==> src/rtl/lbs_pkg.sv <==
package lbs_pkg;

  typedef enum logic [3:0] {
    ST_IDLE,
    ST_RSTON,
    ST_SETTLE,
    ST_GO,
    ST_LOCK,
    ST_LINK,
    ST_UP,
    ST_ERR_RST,
    ST_ERR_CLK,
    ST_DIS_CLK,
    ST_DIS_RST
  } lbs_state_e;

  typedef struct packed {
    logic pclk;
    logic rst;
    logic go;
    logic lcd;
    logic busy;
    logic done;
    logic err;
  } lbs_out_t;

  // Stages whose duration is bounded by the timeout counter
  function automatic logic lbs_is_wait(lbs_state_e s);
    return (s == ST_GO) || (s == ST_LOCK) || (s == ST_LINK);
  endfunction

  // Width of a counter that reaches limit-1
  function automatic int unsigned lbs_cnt_w(int unsigned limit);
    return (limit > 1) ? $clog2(limit) : 1;
  endfunction

endpackage

==> src/rtl/lbs_cycle_timer.sv <==
module lbs_cycle_timer #(
  parameter int unsigned LIMIT = 2
) (
  input  logic clk,
  input  logic rst_n,
  input  logic clr,
  input  logic en,
  output logic hit
);
  localparam int unsigned CW = lbs_pkg::lbs_cnt_w(LIMIT);
  localparam logic [CW-1:0] LAST = CW'(LIMIT - 1);

  logic [CW-1:0] cnt;

  always_ff @(posedge clk or negedge rst_n) begin
    if (!rst_n)                  cnt <= '0;
    else if (clr)                cnt <= '0;
    else if (en && cnt != LAST)  cnt <= cnt + 1'b1;
  end

  // Fires in the LIMIT-th enabled cycle after a clear
  assign hit = en && (cnt == LAST);
endmodule

==> src/rtl/lbs_seq_fsm.sv <==
module lbs_seq_fsm
  import lbs_pkg::*;
(
  input  logic     clk,
  input  logic     rst_n,
  input  logic     start,
  input  logic     stop,
  input  logic     go_pend,
  input  logic     locked,
  input  logic     link_ok,
  input  logic     settle_hit,
  input  logic     tmo_hit,
  output lbs_out_t q,
  output logic     settle_en,
  output logic     tmo_en,
  output logic     phase_clr
);
  lbs_state_e st, nxt;
  lbs_out_t   d;

  always_comb begin
    nxt = st;
    d   = q;
    unique case (st)
      ST_IDLE: begin
        if (stop) begin
          d.lcd = 1'b0; d.busy = 1'b1; d.done = 1'b0; d.err = 1'b0;
          nxt = ST_DIS_CLK;
        end else if (start) begin
          d.pclk = 1'b1; d.busy = 1'b1; d.done = 1'b0; d.err = 1'b0;
          nxt = ST_RSTON;
        end
      end
      ST_RSTON: begin
        d.rst = 1'b1;
        nxt = ST_SETTLE;
      end
      ST_SETTLE: begin
        if (settle_hit) begin
          d.go = 1'b1;
          nxt = ST_GO;
        end
      end
      ST_GO: begin
        if (!go_pend) begin
          d.go = 1'b0;
          nxt = ST_LOCK;
        end else if (tmo_hit) begin
          d.rst = 1'b0; d.go = 1'b0;
          nxt = ST_ERR_CLK;
        end
      end
      ST_LOCK: begin
        if (locked) begin
          d.lcd = 1'b1;
          nxt = ST_LINK;
        end else if (tmo_hit) begin
          d.rst = 1'b0; d.go = 1'b0;
          nxt = ST_ERR_CLK;
        end
      end
      ST_LINK: begin
        if (link_ok) begin
          d.done = 1'b1; d.busy = 1'b0;
          nxt = ST_UP;
        end else if (tmo_hit) begin
          d.lcd = 1'b0;
          nxt = ST_ERR_RST;
        end
      end
      ST_UP: begin
        if (stop) begin
          d.lcd = 1'b0; d.done = 1'b0; d.busy = 1'b1;
          nxt = ST_DIS_CLK;
        end
      end
      ST_ERR_RST: begin
        d.rst = 1'b0; d.go = 1'b0;
        nxt = ST_ERR_CLK;
      end
      ST_ERR_CLK: begin
        d.pclk = 1'b0; d.err = 1'b1; d.busy = 1'b0;
        nxt = ST_IDLE;
      end
      ST_DIS_CLK: begin
        d.pclk = 1'b0;
        nxt = ST_DIS_RST;
      end
      ST_DIS_RST: begin
        d.rst = 1'b0; d.busy = 1'b0;
        nxt = ST_IDLE;
      end
      default: nxt = ST_IDLE;
    endcase
  end

  always_ff @(posedge clk or negedge rst_n) begin
    if (!rst_n) begin
      st <= ST_IDLE;
      q  <= '0;
    end else begin
      st <= nxt;
      q  <= d;
    end
  end

  assign settle_en = (st == ST_SETTLE);
  assign tmo_en    = lbs_is_wait(st);
  assign phase_clr = (nxt != st);
endmodule

==> src/rtl/link_bringup_seq.sv <==
module link_bringup_seq #(
  parameter int unsigned SETTLE_CYCLES = 2,
  parameter int unsigned TMO_CYCLES    = 50000000
) (
  input  logic clk,
  input  logic rst_n,
  input  logic start_i,
  input  logic stop_i,
  input  logic go_pend_i,
  input  logic locked_i,
  input  logic link_ok_i,
  output logic pclk_free_o,
  output logic pll_rst_o,
  output logic pll_go_o,
  output logic lcd_en_o,
  output logic busy_o,
  output logic done_o,
  output logic err_o
);
  import lbs_pkg::*;

  lbs_out_t q;
  logic settle_en, settle_hit;
  logic tmo_en, tmo_hit;
  logic phase_clr;

  lbs_seq_fsm u_fsm (
    .clk        (clk),
    .rst_n      (rst_n),
    .start      (start_i),
    .stop       (stop_i),
    .go_pend    (go_pend_i),
    .locked     (locked_i),
    .link_ok    (link_ok_i),
    .settle_hit (settle_hit),
    .tmo_hit    (tmo_hit),
    .q          (q),
    .settle_en  (settle_en),
    .tmo_en     (tmo_en),
    .phase_clr  (phase_clr)
  );

  lbs_cycle_timer #(.LIMIT(SETTLE_CYCLES)) u_settle (
    .clk (clk), .rst_n (rst_n), .clr (phase_clr), .en (settle_en), .hit (settle_hit)
  );

  lbs_cycle_timer #(.LIMIT(TMO_CYCLES)) u_tmo (
    .clk (clk), .rst_n (rst_n), .clr (phase_clr), .en (tmo_en), .hit (tmo_hit)
  );

  assign pclk_free_o = q.pclk;
  assign pll_rst_o   = q.rst;
  assign pll_go_o    = q.go;
  assign lcd_en_o    = q.lcd;
  assign busy_o      = q.busy;
  assign done_o      = q.done;
  assign err_o       = q.err;
endmodule

==> config.mk <==
export PLATFORM = sky130hd
export DESIGN_NAME = link_bringup_seq
export DESIGN_NICKNAME = d
export VERILOG_FILES = /design/src/rtl/lbs_pkg.sv /design/src/rtl/lbs_cycle_timer.sv /design/src/rtl/lbs_seq_fsm.sv /design/src/rtl/link_bringup_seq.sv
export SDC_FILE = /design/constraint.sdc
export NUM_CORES = 1
export LEC_CHECK = 0
export ABC_CLOCK_PERIOD_IN_PS = 3100
export BUFFER_PORTS_ARGS = -buffer_cell sky130_fd_sc_hd__buf_2
export CELL_PAD_IN_SITES_DETAIL_PLACEMENT = 0
export CELL_PAD_IN_SITES_GLOBAL_PLACEMENT = 2
export CORE_UTILIZATION = 41
export DETAILED_ROUTE_END_ITERATION = 7
export PLACE_DENSITY = 0.95
export SYNTH_ARGS = -nofsm -noshare
export SYNTH_HDL_FRONTEND = slang
export SYNTH_SLANG_ARGS = --single-unit
==> constraint.sdc <==
create_clock -name clk -period 3.1 [get_ports clk]
set_input_delay 0.62 -clock clk [delete_from_list [all_inputs] [get_ports clk]]
set_output_delay 0.62 -clock clk [all_outputs]
set_load 0.01 [all_outputs]
* Word-level counts from Yosys, hierarchy flattened
Cells that the tools add are included.
** Storage, ports and cells
- Register bits :: 38
- Input bits :: 7
- Word-level logic and storage cells :: 100
** Operators by class
- Add/subtract/negate cells :: 2
- Equality and inequality tests :: 25
- Mux-type cells :: 36
- Bitwise logic cells :: 1
- Reductions and logical operators :: 26
** Operator list (number)
- two-way mux 26 bit :: 2
- two-way mux 4 bit :: 9
- one-hot mux 4 bit (9 select lines) :: 1
- adder 26 x 1 -> 26 bit, second input constant :: 1
- == test 26 bit, second input constant :: 1
- inequality test 26 bit, second input constant :: 1
- inequality test 2 bit, second input constant :: 11
- == test 4 x 3 -> 1 bit, second input constant :: 4
- one-hot mux 1 bit (4 select lines) :: 4
- nonzero test 4 bit :: 4
- == test 4 bit, second input constant :: 3
- two-way mux 1 bit :: 11
- two-way mux 3 bit :: 3
- AND reduction 3 bit :: 3
- == test 4 x 2 -> 1 bit, second input constant :: 2
- AND reduction 4 bit :: 2
- nonzero test 2 bit :: 4
- two-way mux 2 bit :: 3
- AND reduction 6 bit :: 1
- OR reduction 2 bit :: 3
- == test 4 x 1 -> 1 bit, second input constant :: 1
- logical AND 1 bit :: 4
- logical NOT 4 bit :: 1
- inequality test 4 bit :: 1
- 8 further kinds :: 10

* Logic depth before layout (Yosys ltp)
Gate-level depths: netlist (run 1).
- Depth in word-level cells :: 9
- Gate-level depth with buffers :: 8
- Gate-level depth less buffers :: 6

* Modules after synthesis
A second synthesis (run 1) with hierarchy kept.
** Unflattened totals
- Cells, all modules :: 271
- Area total of the unflattened synthesis :: 2379.8 um2
** Modules (own cells, without submodules)
- lbs_cycle_timer (u_tmo) :: times used 1, cells each 155, area an instance 1435.1 um2, sequential area each 650.6 um2
- lbs_seq_fsm :: times used 1, cells each 113, area an instance 903.4 um2, sequential area each 275.3 um2
- lbs_cycle_timer (u_settle) :: times used 1, cells each 3, area an instance 41.3 um2, sequential area each 25.0 um2

* Worst setup path before layout (run 1)
Ideal clock, no wire load.
- Path type :: input to register
- Start point :: in locked_i
- End point :: reg u_tmo.cnt[10]
- Arrival :: 1.969 ns
- Slack :: 1.002 ns
- Cell stages on the path :: 6
- Path buffers :: 1
- Cells stage by stage :: or4b_4 a21o_1 a2111o_1 nand3_4 buf_6 a21oi_1
** On the way
- Cells in the longest elaborated chain, start to end :: 4
- Elaborated cells between the ends (all ways) :: 5
- Classes of those cells :: 1 x eq/ne; 3 x mux; 1 x reduce/logical
** Ends and longest elaborated chain
- from (decl) :: RTL line link_bringup_seq.sv:10 : input logic locked_i,
- two-way mux 4 bit (*) :: RTL line lbs_seq_fsm.sv:54 : if (locked) begin
- one-hot mux 4 bit (9 select lines) (*) :: RTL line lbs_seq_fsm.sv:24 : unique case (st)
- inequality test 4 bit (*) :: RTL line lbs_seq_fsm.sv:109 : assign phase_clr = (nxt != st);
- two-way mux 26 bit / nonzero test 2 bit (equally long branches)
- to (signal assigned) :: RTL line lbs_cycle_timer.sv:18 : else if (en && cnt != LAST) cnt <= cnt + 1'b1;
- to (decl) :: RTL line lbs_cycle_timer.sv:13 : logic [CW-1:0] cnt;
Every way passes the cells marked *; elsewhere a longest branch is shown, timed or not.
A chain may end at the register's enable or synchronous reset.

* Worst setup path after layout (run 1)
- Start point :: reg u_fsm.st[3]
- End point :: reg u_tmo.cnt[9]
** On the way
- Cells in the longest elaborated chain, start to end :: 9
- Elaborated cells between the ends (all ways) :: 27
- Classes of those cells :: 9 x eq/ne; 11 x mux; 7 x reduce/logical
** Ends and longest elaborated chain
- from (decl) :: RTL line lbs_seq_fsm.sv:18 : lbs_state_e st, nxt;
- from (signal assigned) :: RTL line lbs_seq_fsm.sv:102 : st <= nxt;
- == test 4 x 2 -> 1 bit / == test 4 x 3 -> 1 bit (equally long branches) :: RTL line lbs_pkg.sv:29, lbs_seq_fsm.sv:24
- logical OR 1 bit (2 in series) :: RTL line lbs_pkg.sv:29 : return (s == ST_GO) || (s == ST_LOCK) || (s == ST_LINK);
- logical AND 1 bit :: RTL line lbs_cycle_timer.sv:22 : assign hit = en && (cnt == LAST);
- two-way mux 4 bit, on equally long branches :: RTL line lbs_seq_fsm.sv:66, lbs_seq_fsm.sv:48, lbs_seq_fsm.sv:57
- two-way mux 4 bit, on equally long branches :: RTL line lbs_seq_fsm.sv:63, lbs_seq_fsm.sv:45, lbs_seq_fsm.sv:54
- one-hot mux 4 bit (9 select lines) :: RTL line lbs_seq_fsm.sv:24
- inequality test 4 bit :: RTL line lbs_seq_fsm.sv:109
- two-way mux 26 bit / nonzero test 2 bit (equally long branches)
Several ways; a longest one is shown, not always the timed one.

==> results of run 1 <==
==> metal layers <==
| metal | wire length [um] | track usage, % |
|---|---|---|
| met1 | 2690 | 26.7 |
| met2 | 2460 | 32.2 |
| met3 | 113 | 3.65 |
| met4 | 33 | 6.67 |
| met5 | 0 | 0 |
==> metrics by stage <==
stage / utilization, % / hold slack (ns) / power, uW
CTS: 46.2 / 0.466 / 1860
floorplan: - / 0.324 / 1350
finish: 46.2 / 0.437 / 1840
global placement: 44.6 / 0.481 / 1490
global route: 46.2 / 0.520 / 2000
detailed placement: 44.6 / 0.487 / 1500
==> flip-flops by register name (all words and copies together) (netlist names) <==
signal        flops
u_fsm.q           7
u_fsm.st          4
u_settle.cnt      1
u_tmo.cnt        26
==> logic make-up after synthesis <==
kind of cell | share of synthesized area (%)
AO/OA/AOI/OAI | 17.5
adder cells (fa/ha/maj) | 0.529
multiplexers | 0.423
buffers and inverters | 5.08
flip-flops | 40.2
AND/OR/NAND/NOR | 30.4
XOR/XNOR | 5.92
==> critical path: cells and delay by family (launching register included) <==
family          cells  cell delay (ns)
compound gates      2             0.30
buf+inv             1             0.22
flops               1             0.68
simple gates        3             1.14
==> how the worst max path moves through the flow <==
stage / start / cells past startpoint / slack, ns / end
detailed placement: u_fsm.st[1] / 5 / 0.73 / u_tmo.cnt[4]
global placement: locked_i / 6 / 0.77 / u_tmo.cnt[19]
finish: u_fsm.st[3] / 6 / 0.67 / u_tmo.cnt[9]
floorplan: locked_i / 6 / 1.00 / u_tmo.cnt[10]
global route: u_fsm.st[3] / 6 / 0.48 / u_tmo.cnt[9]
CTS: u_fsm.st[1] / 5 / 0.72 / u_tmo.cnt[17]
==> final cells by class <==
| class | count | area [um2] | area share, % |
|---|---|---|---|
| clock buffer | 7 | 86.3 | 3.37 |
| clock inverter | 1 | 5.00 | 0.196 |
| inverter | 6 | 22.5 | 0.880 |
| multi-input combinational | 207 | 1290 | 50.6 |
| sequential | 38 | 951 | 37.1 |
| tap | 72 | 90.1 | 3.52 |
| timing repair buffer | 19 | 110 | 4.30 |
==> power breakdown <==
part	leakage [uW]	switching [uW]	total, uW	internal (uW)
registers	0.000517	161	726	565
clock network	0.0000482	182	362	180
logic	0.000385	442	752	310
total	0.000950	785	1840	1050
==> cells in the final DEF, fill, tap and decap left out, types with 2 or more instances in the layout <==
master / count
dfrtp_1: 38
nor2_1: 31
a21oi_1: 19
nand2_1: 16
o21ai_0: 15
xnor2_1: 14
buf_2: 13
nor3_1: 12
nand3_1: 10
nor4_1: 7
or4_1: 7
nand4_1: 6
inv_1: 6
o31ai_1: 6
clkbuf_8: 6
buf_4: 6
or3_1: 5
nor4b_1: 4
and3_1: 4
nor3b_1: 4
nand2b_1: 4
nor2b_1: 3
a21o_1: 3
a221oi_1: 3
and2_1: 2
and4_1: 2
nor4bb_1: 2
o22ai_1: 2
a22o_1: 2
xor2_1: 2
==> qor.txt, run 1 <==
Die area: 6080 um2
Synth top area share: 40.2%
Final Wtd Congestion: 0.782
Final setup violation count: 0
CTS max path bufs: 2
Syn_nets: 276
Top-count cell post-synth: dfrtp_1
Synthesis-to-layout area growth: 8.20%
WP data arrival: 2.65 ns
ANT nets after route: 0
Post-Syn Area: 2370 um2
Largest net degree at the start of global routing: 39
Post-DP HPWL: 3.46 mm
Most used DFF post-synth: dfrtp_1
Routed WL per cell: 15.1 um
Vias in the first global route: 1968
Slew headroom: 41.6%
Cell count after synthesis: 268
Fmax: 411 MHz
H-tree levels: 2
Setup TNS: 0 ns
Design Area, Final: 2560 um2
CP endpoint kind: register
Post-CTS Resized: 0
Tot GR Track Use: 19.9%
CTS Hold Buffers Added: 0
CTS tree: built
CP max stage delay: 0.68 ns
Placed Area: 2470 um2
Synth cell count leaders: dfrtp_1, nor2_1, a21oi_1
Antenna violations before repair: 0
Root buf cell: clkbuf_8
RSZ-0062 raised after global routing: false
Routed vias/inst: 5.61
Final worst slack: 0.668 ns
ANT cells: 0
Drt initial violations: 55
Seq/Total Area, Yosys: 40.2%
Worst r2r src: u_fsm.st[3]
Layout Nets: 285
Via count: 1965
Share of cells above drive strength 1: 11.9%
Total detailed-routing wirelength: 5.29 mm
Max-slew violation count: 0
Num ports: 14
Setup WS pre-CTS: 0.726 ns
Starting density of the core: 42.7%
Yosys warnings: 0
PD cells: 719 nW/um2
Core Area: 5540 um2
WP data required: 3.31 ns
Count of cell types in the netlist: 54
Classification of the worst setup path: register to register
Die width: 78.0 um
Crit start category: register
Number of fill cells in the layout: 562
Synth Register Bits: 38
Final hold viol count: 0
Ys async rst share: 100%
Final Skew: 0.00784 ns
Total of max-cap violations: 0
Final worst path period share: 78.5%
Slew @ Worst Pin: 0.876 ns
Cell accounting for the most synthesized area: dfrtp_1
First-pass DRT Iterations: 4
Critical path cell sequence: nor3b_1, or2_2, o21ai_2, buf_4, or4_1, a21oi_1
R2R setup slack: 0.67 ns
Worst Path Max Fanout: 25
CTS buffer count: 5
RR Endpoint: u_tmo.cnt[9]
Inst Count DP: 342
Drt drc: 0
# port buffers: 13
Slowest stage cell on the critical path: dfrtp_1
R2R cell count: 6
HP Class: input port to asynchronous set/reset pin
Fin cells: 350
Row Count: 27
Setup bufs post-CTS: 0
Worst VDD drop: 0.301 mV
CTS clk-pin slew, worst paths: 0.08 ns
Die H: 78.0 um
Leakage power: 0.000950 uW
Crit path time final: 2.43 ns
Mapped Avg Cell Area: 8.83 um2
Grt total ovfl: 0
Clk_lat worst skew: 0.29 ns
Clock Sinks: 38
Outcome: finished, final reports clean
Post-synth EDFFs: 0
Largest cells by area after synthesis: dfrtp_1, xnor2_1, nor2_1, a21oi_1, o21ai_0
First-pass GRT wire length: 9.50 mm
Power figures use the tool's default switching activity.
==> run 2: changes to the inputs <==
Settings changed: ABC_CLOCK_PERIOD_IN_PS 3100 to 2100, CORE_UTILIZATION 41 to 34, PLACE_DENSITY 0.95 to 0.87.
Clock period 3.1 ns to 2.1 ns, I/O delays scaled along.
==> qor.txt, run 2 (synthesized netlist as in run 1, its figures left out) <==
Vias in the first global route: 1938 (was 1968)
WP data required: 2.27 ns (was 3.31 ns)
RSZ-0062 raised after global routing: false (unchanged)
Routed WL per cell: 14.6 um (was 15.1 um)
Max-slew violation count: 0 (unchanged)
Max reg flops: 26 (unchanged)
Tot GR Track Use: 16.2% (was 19.9%)
Worst Path Max Fanout: 10 (was 25)
ANT cells: 0 (unchanged)
Drt initial violations: 41 (was 55)
Antenna violations before repair: 0 (unchanged)
Root buf cell: clkbuf_8 (unchanged)
CP endpoint kind: register (unchanged)
Final setup violation count: 0 (unchanged)
Row Count: 30 (was 27)
Post-DP HPWL: 4.03 mm (was 3.46 mm)
Setup WS pre-CTS: 0.0370 ns (was 0.726 ns)
First-pass DRT Iterations: 4 (unchanged)
Top Registers: u_tmo.cnt: 26 flops, u_fsm.q: 7 flops, u_fsm.st: 4 flops (unchanged)
Placed Area: 2690 um2 (was 2470 um2)
Num ports: 14 (unchanged)
Commonest non-fill, non-tap cell in the layout: dfrtp_1 (unchanged)
HP Class: input port to asynchronous set/reset pin (unchanged)
Routed vias/inst: 5.58 (was 5.61)
Crit start category: register (unchanged)
Final hold viol count: 0 (unchanged)
PD cells: 1110 nW/um2 (was 719 nW/um2)
Clock Sinks: 38 (unchanged)
Core Area: 6760 um2 (was 5540 um2)
Classification of the worst setup path: register to register (unchanged)
Total of max-cap violations: 0 (unchanged)
H-tree levels: 2 (unchanged)
Top reg by flops: u_tmo.cnt (unchanged)
Slew headroom: 68.1% (was 41.6%)
ANT nets after route: 0 (unchanged)
Synthesis-to-layout area growth: 17.7% (was 8.20%)
Slew @ Worst Pin: 0.472 ns (was 0.876 ns)
Leakage power: 0.00107 uW (was 0.000950 uW)
Final Skew: 0.00599 ns (was 0.00784 ns)
Share of cells above drive strength 1: 19.1% (was 11.9%)
Setup TNS: 0 ns (unchanged)
Die width: 85.4 um (was 78.0 um)
Layout Nets: 306 (was 285)
Utilization after layout: 41.2% (was 46.2%)
Clk_lat worst skew: 0.29 ns (about the same)
Largest net degree at the start of global routing: 23 (was 39)
Final worst slack: 0.0914 ns (was 0.668 ns)
Final worst path period share: 95.6% (was 78.5%)
Starting density of the core: 35.0% (was 42.7%)
Worst VDD drop: 0.427 mV (was 0.301 mV)
Design Area, Final: 2790 um2 (was 2560 um2)
CTS buffer count: 5 (unchanged)
CTS max path bufs: 2 (unchanged)
Via count: 2111 (was 1965)
WP data arrival: 2.18 ns (was 2.65 ns)
Total detailed-routing wirelength: 5.51 mm (was 5.29 mm)
Drt drc: 0 (unchanged)
Die area: 7300 um2 (was 6080 um2)
# port buffers: 13 (unchanged)
Fmax: 498 MHz (was 411 MHz)
Crit path time final: 2.01 ns (was 2.43 ns)
Most frequent cells in the layout: dfrtp_1, nor2_1, buf_4 (was dfrtp_1, nor2_1, a21oi_1)
CTS Hold Buffers Added: 0 (unchanged)
First-pass GRT wire length: 9.25 mm (was 9.50 mm)
CTS tree: built (unchanged)
Grt total ovfl: 0 (unchanged)
Die H: 85.4 um (was 78.0 um)
Final Wtd Congestion: 0.796 (was 0.782)
Outcome: finished, final reports clean (unchanged)
CTS clk-pin slew, worst paths: 0.07 ns (was 0.08 ns)
==> run 2: cell type report <==
| class | count | area, um2 |
|---|---|---|
| fillers | 708 | 3970 |
| multi-input cells | 207 | 1310 |
| flip-flops and latches | 38 | 952 |
| repair buffers | 40 | 322 |
| well taps | 80 | 100 |
| clock buffers | 7 | 76.3 |
| inverters | 6 | 22.5 |
==> run 2: worst paths after layout <==
check	endpoint	slack, ns	depth (start not counted)	start
setup / recovery	u_tmo.cnt[10]	0.09	6	u_fsm.st[1]
hold / removal	u_fsm.q[0]	0.06	1	rst_n
setup reg to reg	u_tmo.cnt[10]	0.09	6	u_fsm.st[1]
hold reg to reg	u_fsm.q[0]	0.50	1	u_fsm.q[0]
max in group asynchronous	u_tmo.cnt[15]	1.58	2	rst_n
min in group clk	u_fsm.q[1]	0.44	3	link_ok_i
==> run 2: through the flow <==
stage / total power (uW) / cells / hold slack (ns)
2_1_floorplan: 1990 / 268 / 0.124
5_1_grt: 3320 / 378 / 0.0856
6_report: 3090 / 378 / 0.0578
3_5_place_dp: 2610 / 371 / 0.384
4_1_cts: 3100 / 378 / 0.0665
3_3_place_gp: 2600 / 371 / 0.383
==> run 2: worst max-delay path, stage by stage (launching register included) <==
cell and delay [ns]:
dfrtp_1 0.43, or4b_4 0.54, a21o_1 0.18, a2111o_1 0.40
nand3_4 0.15, buf_12 0.14, a21oi_1 0.04
==> run 2: layer usage <==
| layer | GRT usage (%) | share of wire [%] |
|---|---|---|
| met1 | 21.8 | 49 |
| met5 | 0 | 0 |
| met4 | 5.91 | 1.2 |
| met3 | 3.02 | 2.4 |
| met2 | 26.0 | 47 |
==> run 2: report_power, final <==
part	switching [uW]	internal (uW)	leakage (uW)
Sequential	113	839	0.000515
Combinational	871	791	0.000518
Clock	246	229	0.0000383
==> run 2: timing repair <==
item | CTS | global route
setup endpoints to repair | 0 | 17
buffers inserted | 0 | 0
gates resized for setup | 0 | 6
hold endpoints to repair | 0 | 0
==> run 3: changes to the inputs <==
Settings changed: CORE_UTILIZATION 34 to 35, CTS_BUF_LIST set to sky130_fd_sc_hd__clkbuf_4 sky130_fd_sc_hd__clkbuf_8, GPL_TIMING_DRIVEN set to 0, PLACE_DENSITY 0.87 to 0.89.
==> qor.txt, run 3 (synthesized netlist as in run 1, its figures left out) <==
Outcome: finished with violations (was finished, final reports clean)
Failing checks: DRC, setup timing
Top reg by flops: u_tmo.cnt (unchanged)
Slew headroom: 40.4% (was 68.1%)
H-tree levels: 2 (unchanged)
Drt drc: 6 (was 0)
CTS tree: built (unchanged)
Routed WL per cell: 16.4 um (was 14.6 um)
Number of fill cells in the layout: 655 (was 708)
Final Wtd Congestion: 0.772 (was 0.796)
Fmax: 475 MHz (was 498 MHz)
Max reg flops: 26 (unchanged)
Slew @ Worst Pin: 0.894 ns (was 0.472 ns)
RSZ-0062 raised after global routing: true (was false)
Vias in the first global route: 2134 (was 1938)
Crit path time final: 2.10 ns (was 2.01 ns)
Critical path cell sequence: or4b_4, a21o_1, a2111o_1, nand3_4, clkbuf_16, nor2_4 (was or4b_4, a21o_1, a2111o_1, nand3_4, buf_12, a21oi_1)
Total detailed-routing wirelength: 6.17 mm (was 5.51 mm)
# port buffers: 12 (was 13)
Final worst slack: -0.00455 ns (was 0.0914 ns)
Clk_lat worst skew: 0.30 ns (was 0.29 ns)
R2R setup slack: -0.005 ns (was 0.09 ns)
Die H: 84.2 um (was 85.4 um)
Antenna violations before repair: 0 (unchanged)
Worst Path Max Fanout: 7 (was 10)
Crit path buf inv count: 1 (unchanged)
First-pass DRT Iterations: 6 (was 4)
ANT cells: 0 (unchanged)
Routed vias/inst: 5.73 (was 5.58)
Grt total ovfl: 0 (unchanged)
Row Count: 29 (was 30)
Min Hold Slack: 0.225 ns (was 0.0578 ns)
Most frequent cells in the layout: dfrtp_1, nor2_1, a21oi_1 (was dfrtp_1, nor2_1, buf_4)
R2R cell count: 6 (unchanged)
Die area: 7090 um2 (was 7300 um2)
CP top delay family: simple AND/OR/NAND/NOR gates (unchanged)
RR Endpoint: u_tmo.cnt[23] (was u_tmo.cnt[10])
ANT nets after route: 0 (unchanged)
Classification of the worst setup path: register to register (unchanged)
Setup TNS: -0.0103 ns (was 0 ns)
Final setup violation count: 4 (was 0)
Largest net degree at the start of global routing: 39 (was 23)
Setup WS pre-CTS: -0.347 ns (was 0.0370 ns)
Total of max-cap violations: 0 (unchanged)
CP endpoint kind: register (unchanged)
Worst r2r src: u_fsm.st[1] (unchanged)
Tot GR Track Use: 18.7% (was 16.2%)
Final hold viol count: 0 (unchanged)
Via count: 2160 (was 2111)
Synthesis-to-layout area growth: 22.0% (was 17.7%)
CTS max path bufs: 2 (unchanged)
Clock Sinks: 38 (unchanged)
Core Area: 6420 um2 (was 6760 um2)
Post-DP HPWL: 4.00 mm (was 4.03 mm)
CTS clk-pin slew, worst paths: 0.08 ns (was 0.07 ns)
First-pass GRT wire length: 10.5 mm (was 9.25 mm)
CTS buffer count: 5 (unchanged)
Max-slew violation count: 0 (unchanged)
Worst VDD drop: 0.665 mV (was 0.427 mV)
PD cells: 1180 nW/um2 (was 1110 nW/um2)
Slowest stage cell on the critical path: or4b_4 (unchanged)
Root buf cell: clkbuf_8 (unchanged)
Die width: 84.2 um (was 85.4 um)
Leakage power: 0.00106 uW (was 0.00107 uW)
Final worst path period share: 100% (was 95.6%)
WP data arrival: 2.29 ns (was 2.18 ns)
Share of cells above drive strength 1: 22.7% (was 19.1%)
WP data required: 2.28 ns (was 2.27 ns)
CTS Hold Buffers Added: 0 (unchanged)
Layout Nets: 307 (was 306)
Commonest non-fill, non-tap cell in the layout: dfrtp_1 (unchanged)
CP max stage delay: 0.53 ns (was 0.54 ns)
Drt initial violations: 139 (was 41)
Final Skew: 0.00895 ns (was 0.00599 ns)
Top Registers: u_tmo.cnt: 26 flops, u_fsm.q: 7 flops, u_fsm.st: 4 flops (unchanged)
Crit start category: register (unchanged)
Num ports: 14 (unchanged)
Starting density of the core: 36.8% (was 35.0%)
HP Class: input port to asynchronous set/reset pin (unchanged)
[run 3: changes by cell type in the layout (fill, tap and decap cells not counted), sizes merged]
cell / change
clkinv: +1
buf: -10
clkbuf: +11
[run 3: metal layers]
| layer | track usage, % | routed length, um | vias up |
|---|---|---|---|
| li1 | - | - | 1051 |
| met1 | 24.9 | 2970 | 1081 |
| met2 | 31.4 | 2990 | 21 |
| met3 | 3.24 | 139 | 7 |
| met4 | 4.86 | 70 | 0 |
| met5 | 0 | 0 | - |
[run 3: final cells by class]
class                           instances  area (um2)  share of cell area, %
Clock buffer                            7        90.1                   3.12
Timing Repair Buffer                   24         175                   6.07
Clock inverter                          1        5.00                  0.173
Sequential cell                        38         952                   33.0
Inverter                                6        22.5                  0.780
Multi-Input combinational cell        207        1420                   49.2
Tap cell                               77        96.3                   3.34
Buffer                                 17         125                   4.33
[run 3: per-stage QoR]
| stage | power (uW) | utilization (%) | cells | area (um2) |
|---|---|---|---|---|
| 6_report | 3410 | 44.9 | 377 | 2890 |
| 5_1_grt | 3630 | 44.9 | 377 | 2890 |
| 4_1_cts | 3070 | 42.1 | 373 | 2710 |
| 3_5_place_dp | 2380 | 39.3 | 357 | 2520 |
| 3_3_place_gp | 2370 | 39.3 | 357 | 2520 |
| 2_1_floorplan | 1990 | - | 268 | 2370 |
[run 3: what timing repair did]
item | 4_1_cts | 5_1_grt
endpoints found under the setup margin | 29 | 30
pin swaps | 5 | 8
gates resized for setup | 5 | 35
cloned | 0 | 1
buffers inserted | 8 | 3
[run 3: worst max path at each step]
stage | start | endpoint | slack [ns] | cells past startpoint
final | u_fsm.st[1] | u_tmo.cnt[23] | -0.005 | 6
after global routing | u_fsm.st[2] | u_tmo.cnt[8] | -0.08 | 8
after CTS | u_tmo.cnt[1] | u_tmo.cnt[1] | 0.009 | 8
after detailed placement | u_tmo.cnt[0] | u_tmo.cnt[1] | -0.35 | 8
after global placement | u_tmo.cnt[0] | u_tmo.cnt[1] | -0.35 | 8
after floorplan | u_tmo.cnt[0] | u_tmo.cnt[1] | 0.07 | 8
[run 3: power breakdown]
part | internal (uW) | switching, uW
Sequential | 839 | 93.7
Combinational | 856 | 1080
Clock | 278 | 266
